--- src/rtl/i2c_recog_pkg.sv ---
package i2c_recog_pkg;
  localparam int BYTE_W     = 8;
  localparam int ADDR_W     = 10;
  localparam int SHORT_W    = 7;
  localparam int UPPER_W    = ADDR_W - BYTE_W;
  localparam int PREFIX_W   = SHORT_W - UPPER_W;
  localparam logic [PREFIX_W-1:0] HDR_PREFIX = 5'b11110;
  localparam logic [BYTE_W-1:0]   GCALL_BYTE = '0;

  // Sequencer phases
  typedef enum logic [2:0] {
    PH_IDLE,   // no START seen since reset/STOP
    PH_FIRST,  // next byte is the first address byte
    PH_LOW,    // next byte is the 10-bit low address byte
    PH_RX,     // selected, master writes
    PH_TX,     // selected, master reads
    PH_SKIP    // not addressed, wait for START/STOP
  } phase_t;

  // Outcome of judging one address byte
  typedef struct packed {
    logic accept;   // drive ACK
    logic to_low;   // header matched, low byte pending
    logic rw;       // direction to capture
    logic set_ten;  // full 10-bit match reached
    logic clr_ten;  // drop the remembered 10-bit match
    logic gcall;    // general call recognised
    logic irq;      // raise interrupt after ninth bit
  } verdict_t;
endpackage

--- src/rtl/i2c_recog_compare.sv ---
// Pure combinational judgement of one address byte.
module i2c_recog_compare
  import i2c_recog_pkg::*;
(
  input  logic              low_phase,
  input  logic [BYTE_W-1:0] byte_in,
  input  logic [ADDR_W-1:0] own_addr,
  input  logic              mode10,
  input  logic              gcall_en,
  input  logic              ten_held,
  output verdict_t          verdict
);
  logic [SHORT_W-1:0] hdr_pattern;
  logic               hit_short;
  logic               hit_hdr;
  logic               hit_low;
  logic               is_gcall;
  logic               rd_bit;

  assign hdr_pattern = {HDR_PREFIX, own_addr[ADDR_W-1 -: UPPER_W]};
  assign rd_bit      = byte_in[0];
  assign hit_short   = (byte_in[BYTE_W-1:1] == own_addr[SHORT_W-1:0]);
  assign hit_hdr     = (byte_in[BYTE_W-1:1] == hdr_pattern);
  assign hit_low     = (byte_in == own_addr[BYTE_W-1:0]);
  assign is_gcall    = gcall_en && (byte_in == GCALL_BYTE);

  always_comb begin
    verdict = '0;
    if (low_phase) begin
      // second byte of a 10-bit address
      if (hit_low) begin
        verdict.accept  = 1'b1;
        verdict.set_ten = 1'b1;
        verdict.irq     = 1'b1;
      end else begin
        verdict.clr_ten = 1'b1;
      end
    end else if (is_gcall) begin
      verdict.accept = 1'b1;
      verdict.gcall  = 1'b1;
      verdict.irq    = 1'b1;
    end else if (!mode10) begin
      if (hit_short) begin
        verdict.accept = 1'b1;
        verdict.rw     = rd_bit;
        verdict.irq    = 1'b1;
      end
    end else if (hit_hdr && !rd_bit) begin
      // header write: partial match, low byte follows
      verdict.accept  = 1'b1;
      verdict.to_low  = 1'b1;
      verdict.clr_ten = 1'b1;
    end else if (hit_hdr && rd_bit && ten_held) begin
      // read header after full match: straight to transmit
      verdict.accept = 1'b1;
      verdict.rw     = 1'b1;
      verdict.irq    = 1'b1;
    end else begin
      verdict.clr_ten = 1'b1;
    end
  end
endmodule

--- src/rtl/i2c_recog_seq.sv ---
// Phase tracking and status flags.
module i2c_recog_seq
  import i2c_recog_pkg::*;
(
  input  logic     clk,
  input  logic     rst_n,
  input  logic     start_det,
  input  logic     stop_det,
  input  logic     rx_valid,
  input  verdict_t verdict,
  output logic     low_phase,
  output logic     ten_match,
  output logic     gcall_hit,
  output logic     rw_flag,
  output logic     last_is_data,
  output logic     dec_valid,
  output logic     dec_ack,
  output logic     dec_irq
);
  phase_t phase_q;
  logic   addr_byte;
  logic   data_byte;

  assign low_phase = (phase_q == PH_LOW);
  assign addr_byte = rx_valid && !start_det && !stop_det &&
                     (phase_q == PH_FIRST || phase_q == PH_LOW);
  assign data_byte = rx_valid && !start_det && !stop_det &&
                     (phase_q == PH_RX || phase_q == PH_TX);

  // decision strobe to the ninth-bit timer
  assign dec_valid = addr_byte;
  assign dec_ack   = addr_byte && verdict.accept;
  assign dec_irq   = addr_byte && verdict.irq;

  always_ff @(posedge clk or negedge rst_n) begin
    if (!rst_n) begin
      phase_q      <= PH_IDLE;
      ten_match    <= 1'b0;
      gcall_hit    <= 1'b0;
      rw_flag      <= 1'b0;
      last_is_data <= 1'b0;
    end else if (stop_det) begin
      phase_q   <= PH_IDLE;
      ten_match <= 1'b0;
    end else if (start_det) begin
      phase_q <= PH_FIRST;
    end else if (addr_byte) begin
      last_is_data <= 1'b0;
      if (!low_phase) gcall_hit <= verdict.gcall;
      if (verdict.set_ten)      ten_match <= 1'b1;
      else if (verdict.clr_ten) ten_match <= 1'b0;
      if (!verdict.accept) begin
        phase_q <= PH_SKIP;
      end else if (verdict.to_low) begin
        phase_q <= PH_LOW;
      end else begin
        rw_flag <= verdict.rw;
        phase_q <= verdict.rw ? PH_TX : PH_RX;
      end
    end else if (data_byte) begin
      last_is_data <= 1'b1;
    end
  end
endmodule

--- src/rtl/i2c_recog_ack.sv ---
// Holds the ACK level through the ninth bit and issues the interrupt.
module i2c_recog_ack (
  input  logic clk,
  input  logic rst_n,
  input  logic start_det,
  input  logic stop_det,
  input  logic dec_valid,
  input  logic dec_ack,
  input  logic dec_irq,
  input  logic ninth_fall,
  output logic ack_drive,
  output logic match_irq
);
  logic irq_pend;

  always_ff @(posedge clk or negedge rst_n) begin
    if (!rst_n) begin
      ack_drive <= 1'b0;
      irq_pend  <= 1'b0;
      match_irq <= 1'b0;
    end else begin
      match_irq <= 1'b0;
      if (start_det || stop_det) begin
        ack_drive <= 1'b0;
        irq_pend  <= 1'b0;
      end else if (dec_valid) begin
        ack_drive <= dec_ack;
        irq_pend  <= dec_irq;
      end else if (ninth_fall) begin
        match_irq <= ack_drive && irq_pend;
        ack_drive <= 1'b0;
        irq_pend  <= 1'b0;
      end
    end
  end
endmodule

--- src/rtl/i2c_addr_recog.sv ---
module i2c_addr_recog
  import i2c_recog_pkg::*;
(
  input  logic              clk,
  input  logic              rst_n,
  input  logic              start_det,
  input  logic              stop_det,
  input  logic              rx_valid,
  input  logic [BYTE_W-1:0] rx_byte,
  input  logic              ninth_fall,
  input  logic [ADDR_W-1:0] own_addr,
  input  logic              mode10,
  input  logic              gcall_en,
  output logic              ack_drive,
  output logic              match_irq,
  output logic              rw_flag,
  output logic              ten_match,
  output logic              gcall_hit,
  output logic              last_is_data
);
  verdict_t verdict;
  logic     low_phase;
  logic     dec_valid;
  logic     dec_ack;
  logic     dec_irq;

  i2c_recog_compare u_cmp (
    .low_phase (low_phase),
    .byte_in   (rx_byte),
    .own_addr  (own_addr),
    .mode10    (mode10),
    .gcall_en  (gcall_en),
    .ten_held  (ten_match),
    .verdict   (verdict)
  );

  i2c_recog_seq u_seq (
    .clk          (clk),
    .rst_n        (rst_n),
    .start_det    (start_det),
    .stop_det     (stop_det),
    .rx_valid     (rx_valid),
    .verdict      (verdict),
    .low_phase    (low_phase),
    .ten_match    (ten_match),
    .gcall_hit    (gcall_hit),
    .rw_flag      (rw_flag),
    .last_is_data (last_is_data),
    .dec_valid    (dec_valid),
    .dec_ack      (dec_ack),
    .dec_irq      (dec_irq)
  );

  i2c_recog_ack u_ack (
    .clk        (clk),
    .rst_n      (rst_n),
    .start_det  (start_det),
    .stop_det   (stop_det),
    .dec_valid  (dec_valid),
    .dec_ack    (dec_ack),
    .dec_irq    (dec_irq),
    .ninth_fall (ninth_fall),
    .ack_drive  (ack_drive),
    .match_irq  (match_irq)
  );
endmodule

--- config.mk ---
export PLATFORM = sky130hd
export DESIGN_NAME = i2c_addr_recog
export DESIGN_NICKNAME = d
export VERILOG_FILES = /design/src/rtl/i2c_recog_pkg.sv /design/src/rtl/i2c_recog_compare.sv /design/src/rtl/i2c_recog_seq.sv /design/src/rtl/i2c_recog_ack.sv /design/src/rtl/i2c_addr_recog.sv
export SDC_FILE = /design/constraint.sdc
export NUM_CORES = 1
export LEC_CHECK = 0
export ABC_AREA = 1
export CORE_UTILIZATION = 44
export CTS_BUF_LIST = sky130_fd_sc_hd__clkbuf_16
export DETAILED_ROUTE_END_ITERATION = 12
export DONT_BUFFER_PORTS = 1
export PLACE_DENSITY = 0.7
export SLEW_MARGIN = 5
export SYNTH_ARGS = -nofsm -noshare
export SYNTH_HDL_FRONTEND = slang
export SYNTH_HIERARCHICAL = 1
export SYNTH_SLANG_ARGS = --single-unit
--- constraint.sdc ---
create_clock -name clk -period 1.8 [get_ports clk]
set_input_delay 0.36 -clock clk [delete_from_list [all_inputs] [get_ports clk]]
set_output_delay 0.36 -clock clk [all_outputs]
set_load 0.05 [all_outputs]
==> qor.csv, run 1 <==
stage,metric,value,unit
global_route,grt_pass1_vias,1067,
floorplan,die_h,51.1,um
clocking,clk_pin_slew,0.04,ns
floorplan,boundaryPins,32,
clocking,cts_root_buf,clkbuf_16,
sta,holdWs,0.257,ns
worst_setup_path,cp-end-kind,flop,
finish,drive_gt1_frac,0.176,
yosys,avgSynthCellArea,5.51,um^2
sta,rsz0062_at_grt,yes,
finish,fin_area,0.00122,mm^2
worst_setup_path,cp_data_required_time,1.93,ns
finish,nNetsFinal,227,
finish,syn_to_final_growth,15.6,%
global_route,grt_overflow,0,
worst_setup_path,cp_slowest_stage_delay,0.37,ns
sta,clock.fmax,605,MHz
placement,hpwl,2160,um
floorplan,rows,17,
placement,io_buffers,0,
yosys,yosys_warnings,6,
finish,fill_cells,232,
drt,wl,2810,um
floorplan,start_util,0.474,
power_and_ir_drop,powerDensity,647,mW/mm^2
worst_setup_path,r2r-start,u_seq/phase_q[1],
finish,regArea,250,um^2
clocking,htree_levels,1,
sta,finalHoldViolations,0,
power_and_ir_drop,vdd_drop_max,474,uV
outcome,status,finished clean,
worst_setup_path,arrival,1.78,ns
power_and_ir_drop,p_leak,0.655,nW
drt,vias,1187,
sta,min_period,1.65,ns
placement,pre_cts_ws,0.0510,ns
clocking,cts-buffers-inserted,3,
yosys,ys_seq_elements,10,
power_and_ir_drop,power,0.791,mW
global_route,grt_pass1_wl,4510,um
yosys,synth_area,0.00106,mm^2
finish,num_antenna_cells,0,
sta,fin_crit_sh,0.919,
sta,clock-skew-final,0.000330,ns
worst_setup_path,r2r-end,u_seq/phase_q[2],
global_route,grt_max_degree,11,
min_path,worstHoldStart,start_det,
job,maxCapViolations,0,
worst_setup_path,path_delay_family,simple AND/OR/NAND/NOR gates,
clocking,cts_tree,built,
clocking,cts_sinks,10,
sta,setup_viol,0,
drt,drtAntennaViolNets,0,
yosys,yosysUniqueCellTypes,22,
finish,finalNonFillerCells,227,
min_path,min_path_cells,3,
placement,routabilityCongestion,0.918,
worst_setup_path,worst-setup-path-type,reg -> reg,
worst_setup_path,worstPathCellList,"inv_1, nor2_2, nand2_2, inv_2, inv_1, nand3_1, nor3_2, inv_1, nand2_1, nand2_1, nand2_1, nor2_1, nand2_1, nand2_1",
min_path,worstHoldEndpoint,u_ack/match_irq,
drt,post-route-drc-count,0,
worst_setup_path,path_buf_inv,4,
drt,drtIter0Drc,50,
clocking,clk_latency,0.24,ns
global_route,track_usage,0.230,
worst_setup_path,worstRegToRegCells,14,
worst_setup_path,crit_fanout,5,
worst_setup_path,r2r_setup_slack,0.15,ns
drt,dr.pass1.iters,4,
sta,final.setup.worst_slack,0.146,ns
finish,multi_input_area,709,um^2
sta,tightest_slew,0.508,ns
sta,slew_violations,0,
global_route,antenna_found_initial,0,
finish,final_common_cell,nand2_1,
floorplan,coreArea,0.00223,mm^2
floorplan,dieWidth,51.1,um
yosys,synthCells,192,
yosys,syn_nets,218,
worst_setup_path,critical_path.startpoint_type,flop,
floorplan,dieArea,0.00261,mm^2
drt,post_drt_wl_per_cell,12.4,um
worst_setup_path,crit_top_cell,nand2_1,
drt,vias_per_cell,5.23,
clocking,clk_path_buf_depth,2,
sta,slew_headroom,0.661,
placement,post_dp_cell_area,0.00112,mm^2
clocking,cts_setup_buffers,0,
yosys,yosysSeqAreaShare,0.236,
worst_setup_path,cp_slowest_cell,dfrtp_1,
min_path,hp-class,in -> reg,
placement,dp.cells,223,
finish,final_cell_mix,"71 x nand2_1, 24 x nor2_1, 20 x inv_1",
==> worst max-delay path by stage <==
stage	endpoint	cells past startpoint	from
2_1_floorplan	u_seq/rw_flag	14	u_seq/phase_q[0]
5_1_grt	u_seq/rw_flag	14	u_seq/phase_q[0]
6_report	u_seq/phase_q[2]	14	u_seq/phase_q[1]
3_5_place_dp	u_seq/rw_flag	14	u_seq/phase_q[2]
3_3_place_gp	u_seq/rw_flag	14	u_seq/phase_q[2]
4_1_cts	u_seq/rw_flag	14	u_seq/phase_q[2]
==> cells by family (layout without fill, tap and decap cells) <==
group / count (synthesis) / after routing / synth area share
AND/OR/NAND/NOR: 139 / 139 / 0.584
buffers and inverters: 32 / 39 / 0.115
flip-flops: 10 / 10 / 0.236
AO/OA/AOI/OAI: 8 / 8 / 0.0402
XOR/XNOR: 3 / 3 / 0.0248
==> power breakdown <==
part | internal [mW] | switching [mW] | total [mW]
logic | 0.0473 | 0.0877 | 0.135
registers | 0.236 | 0.0320 | 0.268
clock network | 0.288 | 0.101 | 0.388
==> stage by stage <==
| step | utilization | setup TNS [ns] |
|---|---|---|
| 2_1_floorplan | - | 0 |
| 3_3_place_gp | 0.500 | 0 |
| 3_5_place_dp | 0.500 | 0 |
| 4_1_cts | 0.538 | 0 |
| 5_1_grt | 0.548 | -0.00806 |
| 6_report | 0.548 | 0 |
==> final cells by class <==
| cell class | instances | share of cell area |
|---|---|---|
| inverters | 32 | 0.0992 |
| repair buffers | 4 | 0.0266 |
| multi-input cells | 150 | 0.580 |
| flip-flops and latches | 10 | 0.204 |
| clock buffers | 3 | 0.0613 |
| well taps | 28 | 0.0286 |
==> timing repair <==
action | in CTS | in global routing
endpoints found under the setup margin | 0 | 5
gates resized for setup | 0 | 10
hold buffers | 1 | 0
hold endpoints to repair | 10 | 0
==> per-layer routing <==
metal / vias to the layer above / global-route usage / part of all wire
met3: 2 / 0.0595 / 0.070
met1: 531 / 0.307 / 0.45
met2: 44 / 0.377 / 0.48
met4: 0 / 0.0324 / 0.0050
li1: 610 / - / -
met5: - / 0 / 0
==> Yosys cell counts (all sizes together) <==
cell	number	area share
clkinv	1	0.0047
nand3	16	0.076
o21ai	2	0.0094
xor2	2	0.017
a21oi	5	0.024
or2	1	0.0059
dfrtp	10	0.24
nor3	5	0.028
o211ai	1	0.0071
nand2	77	0.29
nor4	2	0.012
inv	31	0.11
xnor2	1	0.0083
nand4	6	0.035
nor2	32	0.14
==> worst min-delay path: cells and delay by family <==
family	cells	cell delay, ns
simple gates	2	0.05
buf+inv	1	0.04
==> state kept, by name, summed over array words and instances, names as in the netlist <==
register and flops:
u_seq/ten_match 1, u_ack/match_irq 1, u_ack/irq_pend 1, u_ack/ack_drive 1, u_seq/phase_q 3, u_seq/last_is_data 1
u_seq/gcall_hit 1, u_seq/rw_flag 1
(Power assumes the default switching activity.)
==> inputs of run 2 (changes only) <==
- CAP_MARGIN: default -> 30
- CORE_ASPECT_RATIO: default -> 1.4
- SETUP_SLACK_MARGIN: default -> 0.15
==> qor.csv, run 2 (synthesized netlist as in run 1, its figures left out) <==
stage,metric,value,unit,change
worst_setup_path,r2r-start,u_seq/phase_q[1],,
clocking,clk_latency,0.24,ns,about the same
drt,vias,1175,,-1.0%
floorplan,start_util,0.475,,+0.00133
floorplan,coreArea,0.00223,mm^2,-0.28%
finish,regMostFlops,u_seq/phase_q,,
placement,routabilityCongestion,0.918,,about the same
floorplan,dieWidth,43.5,um,-15%
sta,final.setup.worst_slack,0.185,ns,+0.0388 ns
finish,num_antenna_cells,0,,unchanged
placement,io_buffers,0,,unchanged
finish,syn_to_final_growth,16.0,%,
sta,tightest_slew,0.500,ns,-0.00890 ns
drt,post-route-drc-count,4,,+4
clocking,cts_root_buf,clkbuf_16,,
global_route,met3_usage,0,,-0.0595
placement,pre_cts_ws,0.0499,ns,-0.00105 ns
sta,rsz0062_at_grt,yes,,
sta,fin_tns_setup,0,ns,unchanged
sta,holdWs,0.269,ns,+0.0126 ns
sta,slew_headroom,0.667,,+0.00593
finish,nNetsFinal,229,,+0.88%
outcome,status,"complete, but fails checks",,
outcome,violations,design-rule violations,,
finish,final_common_cell,nand2_1,,
worst_setup_path,r2r-end,u_seq/rw_flag,,
clocking,cts_tree,built,,
drt,dr.pass1.iters,9,,+5
global_route,grt_pass1_vias,1108,,+3.8%
clocking,clk_pin_slew,0.04,ns,about the same
min_path,hp-class,in -> reg,,
floorplan,boundaryPins,32,,unchanged
global_route,grt_busiest_layer,met2,,
sta,clock-skew-final,0.000656,ns,+0.000325 ns
drt,drtAntennaViolNets,0,,unchanged
sta,finalHoldViolations,0,,unchanged
clocking,clk_path_buf_depth,2,,unchanged
finish,largest_register_ff_count,3,,unchanged
worst_setup_path,arrival,1.74,ns,-0.04 ns
sta,clock.fmax,619,MHz,+2.4%
global_route,grt_max_degree,11,,unchanged
worst_setup_path,cp_data_required_time,1.92,ns,about the same
worst_setup_path,crit_fanout,3,,-2
worst_setup_path,worst-setup-path-type,reg -> reg,,
min_path,worstHoldStart,start_det,,
worst_setup_path,cp-endpoint,u_seq/rw_flag,,
finish,final_cell_mix,"71 x nand2_1, 25 x nor2_1, 20 x inv_1",,
global_route,track_usage,0.219,,-0.0104
global_route,grt_pass1_wl,4190,um,-7.2%
floorplan,dieArea,0.00261,mm^2,+0.10%
clocking,cts_sinks,10,,unchanged
sta,slew_violations,0,,unchanged
power_and_ir_drop,p_leak,0.661,nW,+0.99%
drt,vias_per_cell,5.27,,+0.76%
power_and_ir_drop,vdd_drop_max,381,uV,-20%
floorplan,die_h,60.0,um,+18%
global_route,grt_util_met1,0.218,,-0.0894
sta,setup_viol,0,,unchanged
worst_setup_path,crit_path_start,u_seq/phase_q[1],,
worst_setup_path,critical_path.startpoint_type,flop,,
placement,hpwl,2140,um,-1.2%
worst_setup_path,worstRegToRegCells,15,,+1
worst_setup_path,cp-end-kind,flop,,
global_route,grt_overflow,0,,unchanged
global_route,antenna_found_initial,0,,unchanged
drt,drtIter0Drc,33,,-34%
drt,post_drt_wl_per_cell,11.5,um,-7.3%
global_route,use_met2,0.420,,+0.0427
sta,fin_crit_sh,0.897,,-0.0215
sta,min_period,1.62,ns,-0.0388 ns
clocking,htree_levels,1,,unchanged
drt,wl,2560,um,-9.0%
power_and_ir_drop,powerDensity,635,mW/mm^2,-1.8%
finish,drive_gt1_frac,0.179,,+0.00323
job,maxCapViolations,0,,unchanged
worst_setup_path,r2r_setup_slack,0.18,ns,+0.04 ns
clocking,cts-buffers-inserted,3,,unchanged
floorplan,rows,20,,+3
run 2: cell types whose count changed in the layout (fill, tap and decap cells not counted), sizes merged:
| cell | change |
|---|---|
| buf | +2 |
run 2: worst min path at each step:
stage               depth (start not counted)  slack [ns]               end
global placement                            0        0.06   u_seq/gcall_hit
global route                                3        0.28   u_ack/match_irq
floorplan                                   0        0.06   u_ack/ack_drive
finish                                      3        0.27   u_ack/match_irq
CTS                                         2        0.26   u_ack/match_irq
detailed placement                          0        0.06  u_seq/phase_q[0]
run 2: through the flow:
stage / std cells / instance area (um^2) / utilization / power [mW]
6_report: 223 / 1230 / 0.551 / 0.780
3_5_place_dp: 217 / 1110 / 0.498 / 0.391
4_1_cts: 223 / 1220 / 0.546 / 0.787
5_1_grt: 223 / 1230 / 0.551 / 0.820
2_1_floorplan: 192 / 1060 / - / 0.367
3_3_place_gp: 217 / 1110 / 0.498 / 0.388
run 2: final cells by class:
| cell class | count | area (um^2) |
|---|---|---|
| clock buffers | 3 | 75.1 |
| fillers | 229 | 1000 |
| inverters | 32 | 121 |
| multi-input cells | 150 | 706 |
| flip-flops and latches | 10 | 250 |
| well taps | 22 | 27.5 |
| repair buffers | 6 | 47.5 |
run 2: report_power, final:
group,internal (mW),total [mW],switching [mW],leakage (nW)
logic,0.0474,0.130,0.0830,0.490
clock network,0.287,0.383,0.0957,0.0370
registers,0.236,0.266,0.0305,0.135
total,0.571,0.780,0.209,0.661
run 2: what timing repair did:
| action | in CTS | in global routing |
|---|---|---|
| hold buffers | 1 | 0 |
| endpoints found under the hold margin | 10 | 0 |
| buffers inserted | 2 | 0 |
| pin swaps | 5 | 2 |
| endpoints found under the setup margin | 3 | 5 |
| gates resized for setup | 5 | 3 |
run 2: layer usage:
layer	routed length (um)	vias up
met5	0	-
met4	90	0
met3	84	6
met2	1410	29
met1	981	524
li1	-	616
run 2: worst max-delay path, cell delays in order (launching register included):
cell and delay (ns):
dfrtp_1 0.33, inv_1 0.05, nor2_2 0.10, nand2_2 0.07
inv_2 0.06, nand2_1 0.05, nor3_1 0.12, nand2_1 0.06
nor2_1 0.12, inv_1 0.07, nand2_2 0.09, inv_2 0.05
nor2_2 0.11, nand3_1 0.09, nand2_1 0.07, nand2_1 0.05
